**src/rtl/adl_pkg.sv**
```systemverilog
package adl_pkg;
  localparam int unsigned LO_W_DEF = 8;
  localparam int unsigned HI_W_DEF = 8;

  typedef enum logic [1:0] {
    STB_IDLE = 2'b00,
    STB_RISE = 2'b01,
    STB_HIGH = 2'b11,
    STB_FALL = 2'b10
  } stb_phase_e;

  function automatic stb_phase_e stb_phase(input logic prev, input logic now);
    return stb_phase_e'({prev, now});
  endfunction
endpackage

```
**src/rtl/adl_edge_det.sv**
```systemverilog
module adl_edge_det
  import adl_pkg::*;
(
  input  logic clk,
  input  logic rst,
  input  logic strobe,
  output logic fell_q
);
  logic       strobe_d;
  stb_phase_e phase;

  always_comb phase = stb_phase(strobe_d, strobe);

  always_ff @(posedge clk) begin
    if (rst) begin
      strobe_d <= 1'b0;
      fell_q   <= 1'b0;
    end else begin
      strobe_d <= strobe;
      fell_q   <= (phase == STB_FALL);
    end
  end

  AST_PULSE_ONE_CYCLE: assert property (@(posedge clk) disable iff (rst)
    fell_q |=> !fell_q) else $error("pulse longer than one cycle");
endmodule

```
**src/rtl/adl_store.sv**
```systemverilog
module adl_store #(
  parameter int unsigned W = 8
) (
  input  logic         clk,
  input  logic         rst,
  input  logic         load,
  input  logic [W-1:0] din,
  output logic [W-1:0] nxt,
  output logic [W-1:0] q
);
  for (genvar b = 0; b < W; b++) begin : g_bit
    always_comb nxt[b] = load ? din[b] : q[b];
    always_ff @(posedge clk) begin
      if (rst) q[b] <= 1'b0;
      else     q[b] <= nxt[b];
    end
  end

  AST_FOLLOW_HIGH: assert property (@(posedge clk) disable iff (rst)
    (load) |=> (q == $past(din))) else $error("no follow");
  AST_HOLD_LOW: assert property (@(posedge clk) disable iff (rst)
    (!load) |=> (q == $past(q))) else $error("no hold");
endmodule

```
**src/rtl/adl_out_stage.sv**
```systemverilog
module adl_out_stage #(
  parameter int unsigned LO_W = 8,
  parameter int unsigned HI_W = 8,
  localparam int unsigned A_W = LO_W + HI_W
) (
  input  logic            clk,
  input  logic            rst,
  input  logic            oe_n,
  input  logic [LO_W-1:0] lo_nxt,
  input  logic [HI_W-1:0] hi_in,
  output logic [LO_W-1:0] lo_q,
  output logic            lo_valid,
  output logic [A_W-1:0]  addr_q
);
  always_ff @(posedge clk) begin
    if (rst) begin
      lo_q     <= '0;
      lo_valid <= 1'b0;
      addr_q   <= '0;
    end else begin
      lo_valid <= ~oe_n;
      lo_q     <= oe_n ? '0 : lo_nxt;
      addr_q   <= {hi_in, lo_nxt};
    end
  end

  AST_UNDRIVEN_ZERO: assert property (@(posedge clk) disable iff (rst)
    (!lo_valid) |-> (lo_q == '0)) else $error("value while undriven");
  AST_LOW_MATCH: assert property (@(posedge clk) disable iff (rst)
    (lo_valid) |-> (lo_q == addr_q[LO_W-1:0])) else $error("low byte mismatch");
endmodule

```
**src/rtl/adl_addr_latch.sv**
```systemverilog
module adl_addr_latch
  import adl_pkg::*;
#(
  parameter int unsigned LO_W = LO_W_DEF,
  parameter int unsigned HI_W = HI_W_DEF,
  localparam int unsigned A_W = LO_W + HI_W
) (
  input  logic            clk,
  input  logic            rst,
  input  logic [LO_W-1:0] ad_in,
  input  logic            addr_strobe,
  input  logic            oe_n,
  input  logic [HI_W-1:0] hi_addr,
  output logic [LO_W-1:0] lo_q,
  output logic            lo_valid,
  output logic [A_W-1:0]  addr_full,
  output logic            strobe_fell
);
  logic [LO_W-1:0] st_nxt;
  logic [LO_W-1:0] st_q;

  adl_store #(.W(LO_W)) u_store (
    .clk(clk), .rst(rst), .load(addr_strobe), .din(ad_in),
    .nxt(st_nxt), .q(st_q)
  );

  adl_out_stage #(.LO_W(LO_W), .HI_W(HI_W)) u_out (
    .clk(clk), .rst(rst), .oe_n(oe_n), .lo_nxt(st_nxt), .hi_in(hi_addr),
    .lo_q(lo_q), .lo_valid(lo_valid), .addr_q(addr_full)
  );

  adl_edge_det u_edge (
    .clk(clk), .rst(rst), .strobe(addr_strobe), .fell_q(strobe_fell)
  );

  AST_RESET_CLEAR: assert property (@(posedge clk)
    rst |=> (lo_q == '0 && !lo_valid && addr_full == '0 && !strobe_fell)) else $error("reset");
  AST_OE_FLAG: assert property (@(posedge clk) disable iff (rst)
    (!rst) |=> (lo_valid == !$past(oe_n))) else $error("oe flag");
  AST_HI_LIVE: assert property (@(posedge clk) disable iff (rst)
    (!rst) |=> (addr_full[A_W-1:LO_W] == $past(hi_addr))) else $error("hi byte");
  AST_FALL_CAUSE: assert property (@(posedge clk) disable iff (rst)
    strobe_fell |-> !$past(addr_strobe)) else $error("pulse without fall");
  AST_HOLD_FALL: assert property (@(posedge clk) disable iff (rst)
    (!rst && !addr_strobe) |=> (addr_full[LO_W-1:0] == $past(st_q))) else $error("fall hold");
endmodule

```
**config.mk**
```make
export PLATFORM = sky130hd
export DESIGN_NAME = adl_addr_latch
export DESIGN_NICKNAME = d
export VERILOG_FILES = /design/src/rtl/adl_pkg.sv /design/src/rtl/adl_edge_det.sv /design/src/rtl/adl_store.sv /design/src/rtl/adl_out_stage.sv /design/src/rtl/adl_addr_latch.sv
export SDC_FILE = /design/constraint.sdc
export NUM_CORES = 1
export LEC_CHECK = 0
export BUFFER_PORTS_ARGS = -buffer_cell sky130_fd_sc_hd__buf_2
export CAP_MARGIN = 20
export CORE_UTILIZATION = 44
export CTS_CLUSTER_DIAMETER = 200
export DETAILED_ROUTE_END_ITERATION = 8
export HOLD_SLACK_MARGIN = 0.08
export MAX_ROUTING_LAYER = met4
export PLACE_DENSITY = 0.91
export RECOVER_POWER = 100
export SYNTH_ARGS = -nofsm -noshare
export SYNTH_HDL_FRONTEND = slang
export SYNTH_SLANG_ARGS = --single-unit
```
**constraint.sdc**
```tcl
create_clock -name clk -period 1.53 [get_ports clk]
set_input_delay 0.0765 -clock clk [delete_from_list [all_inputs] [get_ports clk]]
set_output_delay 0.0765 -clock clk [all_outputs]
set_load 0.02 [all_outputs]
```
==> reports/results.ini, run 1 <==
[status]
status=finished, final reports clean

[cts]
worstSkewPairLatency_ps=310
cts.clk_slew.worst_paths_ps=140
cts_root_buf=clkbuf_4
cts_setup_buffers=0
cts_tree=done
h-tree-depth=1
cts.sinks=27
cts_buffers=3
cts_buffer_depth=2

[power]
ir_drop_mv=0.792
cellPowerDensity_nw_per_um2=1040
leakagePower_nw=0.526

[timing]
slew-limit-headroom=0.547
post-route-period-util=0.664
finalHoldWorstSlack_ps=251
rsz0062_at_grt=no
tns_ps=0
worst_slew_pin_slew_ps=680
min_period_ps=1020
finalClockSkew_ps=8.62
finalSetupViolations=0
finalHoldViolations=0
slew_viol_final=0
fmax_ghz=0.984

[logic_synthesis]
synthAdderAreaFrac=0
synth_compound_area_frac=0
avgSynthCellArea_sq_um=11.9
synth_area_leader_cell=dfxtp_1
synth.area.mux_share=0.100
synth_top_area_share=0.678
synth-xor-area-share=0
ys_types=11
synthCells=67
synth_seq_cells=27
yosysWarningCount=0
synthSimpleGateAreaFrac=0.173
ys_seq_area_frac=0.678
yosys-top-cells-area=dfxtp_1 (68%), mux2i_1 (10%), nor2_1 (7.5%)
synth_fp_nets=87
synth_top_family_by_area=simple AND/OR/NAND/NOR gates
synth_area_sq_um=797

[critical_path]
r2r-end=u_out.addr_q[1]
r2r_cells=2
arrival_ps=1210
path_cells=clkbuf_1 > or2_0 > nor2_1
critPathCaptureType=flop
path_max_fanout=19
crit_required_ps=1720
crit_type=input pin to flop
cpPeakStageDelay_ps=510
crit_slowest_cell=clkbuf_1
start_kind=input pin
startpoint=rst
r2r_start=u_out.addr_q[1]
crit_end=u_out.lo_q[2]
rrSetupSlack_ps=800

[min_path]
hold_path_class=input pin to flop

[die]
start_util=0.467
ios=46
dieArea_sq_um=1990
placementRows=15
die_w_um=44.6
core_area_sq_um=1710
die_y_um=44.6

[finish]
fin_cells=153
syn2layout_area_growth_pct=46.8
num_antenna_cells=0
final_nets=149
final_area_sq_um=1170
drive_gt1_frac=0.164

[global_route]
grt_pass1_wl_mm=2.63
grt-ovfl-total=0
antenna_found_initial=0
grt_usage=0.197
grt_max_degree=20
grt_pass1_vias=673

[placement]
placed_cell_area_sq_um=1020
place_hpwl_mm=1.07
place_inst=133
place_congestion=0.657
port_buffers=45

[drt]
wirelength_mm=1.77
drtIter0Drc=5
vias_per_cell=4.44
wire_per_inst_um=11.5
vias=680
antenna_left=0
drc=0
drt_pass1_iterations=6

[flow_run]
maxCapViolations=0

-- cells in the mapped netlist, drive strengths merged --
cell type / instances
dfxtp: 27
nor2b: 3
inv: 1
or2: 1
nor3b: 1
and2b: 6
nor2: 16
buf: 4
mux2i: 8
-- how the worst min path moves through the flow --
stage	startpoint	slack [ps]	endpoint	cells after the start
after floorplan	hi_addr[2]	200	u_out.addr_q[10]	1
after global placement	hi_addr[1]	280	u_out.addr_q[9]	2
after detailed placement	hi_addr[7]	290	u_out.addr_q[15]	2
after CTS	rst	100	u_out.addr_q[2]	2
after global routing	rst	290	u_out.addr_q[3]	2
final	rst	250	u_out.addr_q[3]	2
-- area by class of cell --
| cell class | instances | area, sq um |
|---|---|---|
| sequential | 27 | 541 |
| fill | 142 | 538 |
| timing repair buffer | 61 | 349 |
| multi-input combinational | 35 | 218 |
| tap | 25 | 31.3 |
| clock buffer | 3 | 22.5 |
| clock inverter | 1 | 5.00 |
| inverter | 1 | 3.75 |
-- state kept, by name, summed over array words and instances, names as in the netlist --
signal and count:
u_out.lo_valid 1, u_edge.fell_q 1, u_edge.strobe_d 1, u_out.addr_q 16, u_out.lo_q 8
-- stage by stage --
step                      worst slack (ps)  power, mW  utilization
after floorplan                        844      0.862            -
after global placement                 675      0.913        0.596
after detailed placement               605      0.918        0.596
after CTS                              595       1.23        0.706
after global routing                   389       1.27        0.685
final                                  514       1.22        0.685
-- worst max-delay path: cells and delay by family --
family        cells  cell delay, ps
buf+inv           1             510
simple gates      2             620
-- cells in the final DEF (no fill, tap or decap), drive strengths merged --
cell	synthesis	routed
nor3b	1	1
nor2b	3	3
buf	4	16
clkbuf	0	32
dlygate4sd3	0	16
clkinv	0	1
mux2i	8	8
inv	1	1
nor2	16	16
and2b	6	6
or2	1	1
dfxtp	27	27
-- where the power goes --
| part | internal (mW) | leakage, nW | switching, mW |
|---|---|---|---|
| Clock | 0.0976 | 0.0177 | 0.192 |
| Combinational | 0.0782 | 0.285 | 0.0991 |
| Sequential | 0.738 | 0.223 | 0.0118 |
| Total | 0.914 | 0.526 | 0.303 |
-- layer usage --
| metal | global-route usage | vias up | share of wire |
|---|---|---|---|
| met3 | 0.0367 | 4 | 0.055 |
| met1 | 0.170 | 316 | 0.35 |
| li1 | - | 329 | - |
| met5 | - | - | 0 |
| met4 | 0.145 | 0 | 0.019 |
| met2 | 0.368 | 31 | 0.58 |
-- timing repair --
| action | CTS | global route |
|---|---|---|
| endpoints found under the hold margin | 24 | 0 |
| hold buffers | 16 | 0 |
| gates resized for setup | 0 | 0 |
-- logic make-up after synthesis --
group         Yosys count
buf+inv                 5
flops                  27
mux                     8
simple gates           27
Note: power is estimated with default switching activity, not from simulation.
==> inputs of run 2 (changes only) <==
--- a/config.mk
+++ b/config.mk
@@ -7,12 +7,12 @@
 export LEC_CHECK = 0
 export BUFFER_PORTS_ARGS = -buffer_cell sky130_fd_sc_hd__buf_2
 export CAP_MARGIN = 20
-export CORE_UTILIZATION = 44
+export CORE_UTILIZATION = 41
 export CTS_CLUSTER_DIAMETER = 200
 export DETAILED_ROUTE_END_ITERATION = 8
 export HOLD_SLACK_MARGIN = 0.08
 export MAX_ROUTING_LAYER = met4
-export PLACE_DENSITY = 0.91
+export PLACE_DENSITY = 0.87
 export RECOVER_POWER = 100
 export SYNTH_ARGS = -nofsm -noshare
 export SYNTH_HDL_FRONTEND = slang
==> constraint.sdc (replaced) <==
create_clock -name clk -period 1 [get_ports clk]
set_input_delay 0.05 -clock clk [delete_from_list [all_inputs] [get_ports clk]]
set_output_delay 0.05 -clock clk [all_outputs]
set_load 0.02 [all_outputs]
==> run 2 against run 1 <==
Worst setup slack lost 420 ps. Register-to-register slack worse by 510 ps. Critical path depth decreased by 2. Clock skew shrank 4.8 ps. Global-route usage fell by 1.9 points. Utilization down 0.64 points. Die area is 7.0% higher. Sequential cell count unchanged. First-iteration DRC count up 60%. Clock power increased by 49%. Largest power group unchanged.
==> reports/results.ini, run 2 (synthesized netlist as in run 1, its figures left out) <==
[status]
status=finished, final reports clean

[power]
leakagePower_nw=0.603  ; +15%
seqPwrFrac=0.616  ; about the same
ir_drop_mv=0.727  ; -8.2%
cellPowerDensity_nw_per_um2=1540  ; +48%
swShare=0.238  ; -0.0107
p_int_mw=1.42  ; +55%
comb_power_share=0.152  ; +0.006
switchingPower_uw=443  ; +46%
clkPwrFrac=0.232  ; -0.006
total_power_mw=1.86  ; +53%

[die]
dieArea_sq_um=2120  ; +7.0%
core_area_sq_um=1780  ; +4.4%
placementRows=15  ; unchanged
die_y_um=46.1  ; +3.4%
ios=46  ; unchanged
start_util=0.447  ; -0.0196
die_w_um=46.1  ; +3.4%

[timing]
slew-limit-headroom=0.643  ; +0.0962
min_period_ps=907
post-route-period-util=0.907
slew_viol_final=0  ; unchanged
worst_slew_pin_slew_ps=536  ; -144 ps
finalClockSkew_ps=3.77  ; -4.84 ps
rsz0062_at_grt=no
fmax_ghz=1.10
finalSetupViolations=0  ; unchanged
finalHoldViolations=0  ; unchanged
tns_ps=0  ; unchanged

[global_route]
antenna_found_initial=0  ; unchanged
grt_usage=0.178  ; -0.0188
grt_pass1_vias=655  ; -2.7%
grt-ovfl-total=0  ; unchanged
grt_pass1_wl_mm=2.58  ; -1.8%
grt_max_degree=15  ; -25%

[critical_path]
start_kind=flop
worst-path-buf-inv=1  ; unchanged
crit_slowest_cell=dfxtp_1
r2r-end=u_out.lo_q[6]
r2r_cells=2  ; unchanged
cpPeakStageDelay_ps=330  ; -180 ps
path_cells=clkbuf_1
r2r_start=u_out.addr_q[6]
crit_type=flop to primary output
crit_required_ps=950  ; -770 ps
critical_path.top_delay_family=flip-flops
path_max_fanout=1  ; -18
rrSetupSlack_ps=290  ; -510 ps
critPathCaptureType=primary output
arrival_ps=860  ; -350 ps

[finish]
regArea_sq_um=541  ; unchanged
syn2layout_area_growth_pct=51.8
multiInputGateArea_sq_um=218  ; unchanged
final_nets=151  ; +1.3%
final_area_sq_um=1210  ; +3.4%
regMostFlops=u_out.addr_q
largest_reg_flops=16  ; unchanged
num_antenna_cells=0  ; unchanged
final.fill_count=144  ; +1.4%
mostFrequentLayoutCells=dfxtp_1 (27), buf_2 (22), dlygate4sd3_1 (17)
layout_commonest_cell=dfxtp_1
final_core_util=0.679  ; -0.00639
drive_gt1_frac=0.323  ; +0.159
top_regs=u_out.addr_q: 16 flops, u_out.lo_q: 8 flops
fin_cells=155  ; +1.3%

[drt]
wire_per_inst_um=10.5  ; -9.3%
drt_pass1_iterations=3  ; -3
wirelength_mm=1.62  ; -8.1%
vias=656  ; -3.5%
topRoutingLayerUsed=met3
vias_per_cell=4.23  ; -4.8%
drc=0  ; unchanged
dr_wl_met3_um=73  ; -25%
wl_met2_um=888  ; -13%
antenna_left=0  ; unchanged
met1Wirelength_um=662  ; +7.6%
drtIter0Drc=8  ; +3

[cts]
cts.sinks=27  ; unchanged
cts.clk_slew.worst_paths_ps=120  ; -20 ps
cts_buffer_depth=2  ; unchanged
cts_setup_buffers=0  ; unchanged
cts_root_buf=clkbuf_4
cts_hold_buf=17  ; +1
cts_buffers=3  ; unchanged
cts-resized-gates=0  ; unchanged
h-tree-depth=1  ; unchanged
worstSkewPairLatency_ps=300  ; about the same
cts_tree=done

[min_path]
hp-start=addr_strobe
min_path_cells=2  ; unchanged
whs_endpoint=u_edge.fell_q
hold_path_class=input pin to flop

[placement]
place_inst=134  ; +0.75%
place_congestion=0.615  ; -6.5%
port_buffers=45  ; unchanged
placed_cell_area_sq_um=1030  ; +0.74%

[flow_run]
maxCapViolations=0  ; unchanged

-- run 2: worst max-delay path by stage --
stage                                 from              end  slack [ps]  depth (start not counted)
after floorplan            u_out.addr_q[0]  u_out.addr_q[0]         310                          2
after global placement                 rst    u_out.lo_q[4]         230                          3
after detailed placement       addr_strobe    u_out.lo_q[6]         200                          3
after CTS                  u_out.addr_q[2]     addr_full[2]         110                          1
after global routing      u_out.addr_q[13]    addr_full[13]          40                          1
final                     u_out.addr_q[15]    addr_full[15]          90                          1
-- run 2: metal layers --
metal | track usage | up-vias
met3 | 0.0275 | 0
met4 | 0.0706 | 0
met2 | 0.349 | 25
li1 | - | 332
met5 | - | -
met1 | 0.168 | 299
-- run 2: stage by stage --
step	worst slack, ps	hold slack, ps
6_report	92.7	130
5_1_grt	41.0	123
4_1_cts	107	81.6
3_5_place_dp	199	259
3_3_place_gp	230	254
2_1_floorplan	314	175
-- run 2: layout make-up --
class | instances | share of cell area
Inverter | 1 | 0.00310
Sequential cell | 27 | 0.447
Timing Repair Buffer | 63 | 0.323
Multi-Input combinational cell | 35 | 0.180
Clock buffer | 4 | 0.0217
Tap cell | 25 | 0.0259
-- run 2: power by group through the flow --
stage / Combinational, mW / Clock, mW / Sequential [mW]
floorplan: 0.0822 / 0 / 1.24
global placement: 0.233 / 0 / 1.17
detailed placement: 0.238 / 0 / 1.17
CTS: 0.290 / 0.448 / 1.14
global route: 0.309 / 0.498 / 1.15
finish: 0.283 / 0.432 / 1.15
==> inputs of run 3 (changes only) <==
--- a/config.mk
+++ b/config.mk
@@ -5,14 +5,15 @@
 export SDC_FILE = /design/constraint.sdc
 export NUM_CORES = 1
 export LEC_CHECK = 0
+export ABC_CLOCK_PERIOD_IN_PS = 1000
 export BUFFER_PORTS_ARGS = -buffer_cell sky130_fd_sc_hd__buf_2
 export CAP_MARGIN = 20
-export CORE_UTILIZATION = 41
+export CORE_UTILIZATION = 40
 export CTS_CLUSTER_DIAMETER = 200
 export DETAILED_ROUTE_END_ITERATION = 8
 export HOLD_SLACK_MARGIN = 0.08
 export MAX_ROUTING_LAYER = met4
-export PLACE_DENSITY = 0.87
+export PLACE_DENSITY = 0.85
 export RECOVER_POWER = 100
 export SYNTH_ARGS = -nofsm -noshare
 export SYNTH_HDL_FRONTEND = slang
==> run 3 against run 2 <==
Critical path type unchanged. Critical path depth did not move. Fmax fell by 1.1%. Global-route usage rose by 0.57 points. First-iteration DRC count fell by 100%. Clock skew fell by 1.2 ps. Utilization fell by 1.1 points. Clock power fell by 1%. Combinational power barely moved.
==> reports/results.ini, run 3 (synthesized netlist as in run 1, its figures left out) <==
[die]
ios=46  ; unchanged
dieArea_sq_um=2170  ; +2.4%
die_w_um=46.6  ; +1.2%
placementRows=15  ; unchanged
die_y_um=46.6  ; +1.2%
core_area_sq_um=1800  ; +1.1%
start_util=0.442  ; -0.00466

[placement]
place_hpwl_mm=1.06
place_congestion=0.658  ; +7.1%
place_ws_ps=206  ; +7.29 ps
placed_cell_area_sq_um=1030  ; unchanged
port_buffers=45  ; unchanged

[finish]
final_nets=151  ; unchanged
layout_commonest_cell=dfxtp_1
mostFrequentLayoutCells=dfxtp_1 (27), buf_2 (18), dlygate4sd3_1 (17)
final_area_sq_um=1200  ; -0.52%
top_regs=u_out.addr_q: 16 flops, u_out.lo_q: 8 flops
largest_reg_flops=16  ; unchanged
final_core_util=0.668  ; -0.0105
num_antenna_cells=0  ; unchanged
syn2layout_area_growth_pct=51.0
final.fill_count=178  ; +24%
regMostFlops=u_out.addr_q
drive_gt1_frac=0.285  ; -0.0385

[power]
cellPowerDensity_nw_per_um2=1540  ; +0.31%
seqPwrFrac=0.618  ; +0.002
comb_power_share=0.152  ; about the same
clkPwrFrac=0.230  ; -0.002
swShare=0.237  ; -0.000604
leakagePower_nw=0.584  ; -3.1%
switchingPower_uw=441  ; -0.46%
p_int_mw=1.42  ; -0.13%
ir_drop_mv=1.10  ; +52%

[global_route]
grt_pass1_vias=642  ; -2.0%
grt_pass1_wl_mm=2.58  ; unchanged
grt_max_degree=15  ; unchanged
grt_usage=0.184  ; +0.00571
grt-ovfl-total=0  ; unchanged
antenna_found_initial=0  ; unchanged

[drt]
vias=648  ; -1.2%
antenna_left=0  ; unchanged
vias_per_cell=4.18  ; -1.2%
drtIter0Drc=0  ; -8
wire_per_inst_um=11.3  ; +7.8%
wirelength_mm=1.75  ; +7.8%
drc=0  ; unchanged
drt_pass1_iterations=1  ; -2

[min_path]
min_path_cells=2  ; unchanged
hp-start=addr_strobe
hold_path_class=input pin to flop

[timing]
tns_ps=0  ; unchanged
post-route-period-util=0.918  ; +0.0104
fmax_ghz=1.09  ; -1.1%
finalSetupViolations=0  ; unchanged
slew-limit-headroom=0.622  ; -0.0213
worst_slack_ps=82.3  ; -10.4 ps
min_period_ps=918  ; +10.4 ps
finalClockSkew_ps=2.54  ; -1.23 ps
rsz0062_at_grt=no
worst_slew_pin_slew_ps=568  ; +31.9 ps
finalHoldViolations=0  ; unchanged
slew_viol_final=0  ; unchanged

[critical_path]
worst-path-buf-inv=1  ; unchanged
crit_required_ps=950  ; about the same
critPathCaptureType=primary output
critical_path.top_delay_family=flip-flops
start_kind=flop
crit_type=flop to primary output
path_max_fanout=1  ; unchanged
path_cells=clkbuf_1
startpoint=u_out.addr_q[15]
cp_num_cells=1  ; unchanged
r2r_cells=2  ; unchanged
r2r_start=u_out.addr_q[1]
arrival_ps=870  ; about the same
cpPeakStageDelay_ps=340  ; about the same
crit_slowest_cell=dfxtp_1

[cts]
cts_root_buf=clkbuf_4
h-tree-depth=1  ; unchanged
cts.sinks=27  ; unchanged
worstSkewPairLatency_ps=300  ; about the same
cts_tree=done
cts-resized-gates=0  ; unchanged
cts_buffers=3  ; unchanged
cts.clk_slew.worst_paths_ps=130  ; about the same
cts_buffer_depth=2  ; unchanged

[status]
status=finished, final reports clean

[flow_run]
maxCapViolations=0  ; unchanged

[run 3: layout make-up]
cell class	count	area, sq um	share of cell area
Clock buffer	4	26.3	0.0218
Inverter	1	3.75	0.00312
Multi-Input combinational cell	35	218	0.181
Sequential cell	27	541	0.449
Tap cell	25	31.3	0.0260
Timing Repair Buffer	63	384	0.319
[run 3: path summary, 6_finish.rpt]
| path | endpoint | slack (ps) |
|---|---|---|
| worst min register to register | u_edge.fell_q | 470 |
| worst min-delay path | u_edge.fell_q | 130 |
| worst max-delay path | addr_full[15] | 80 |
| worst max register to register | u_out.addr_q[1] | 270 |
[run 3: per-layer routing]
| layer | vias up | wire length [um] | track usage |
|---|---|---|---|
| met4 | 0 | 60 | 0.126 |
| met5 | - | 0 | - |
| met1 | 283 | 675 | 0.162 |
| met2 | 24 | 960 | 0.342 |
| li1 | 335 | - | - |
| met3 | 6 | 55 | 0.0353 |
[run 3: per-stage QoR]
stage	power, mW	cells	hold WS, ps
global route	1.95	155	102
global placement	1.40	134	255
finish	1.86	155	135
floorplan	1.32	67	175
CTS	1.88	155	85.9
detailed placement	1.41	134	260
[run 3: power groups by stage]
stage / sequential, mW / clock [mW] / combinational, mW
after floorplan: 1.24 / 0 / 0.0822
after global placement: 1.17 / 0 / 0.232
after detailed placement: 1.17 / 0 / 0.238
after CTS: 1.14 / 0.445 / 0.289
after global routing: 1.15 / 0.488 / 0.307
final: 1.15 / 0.427 / 0.282
[run 3: repair_timing]
action	CTS	global route
buffers inserted	0	0
hold endpoints to repair	24	0
hold buffers	17	0
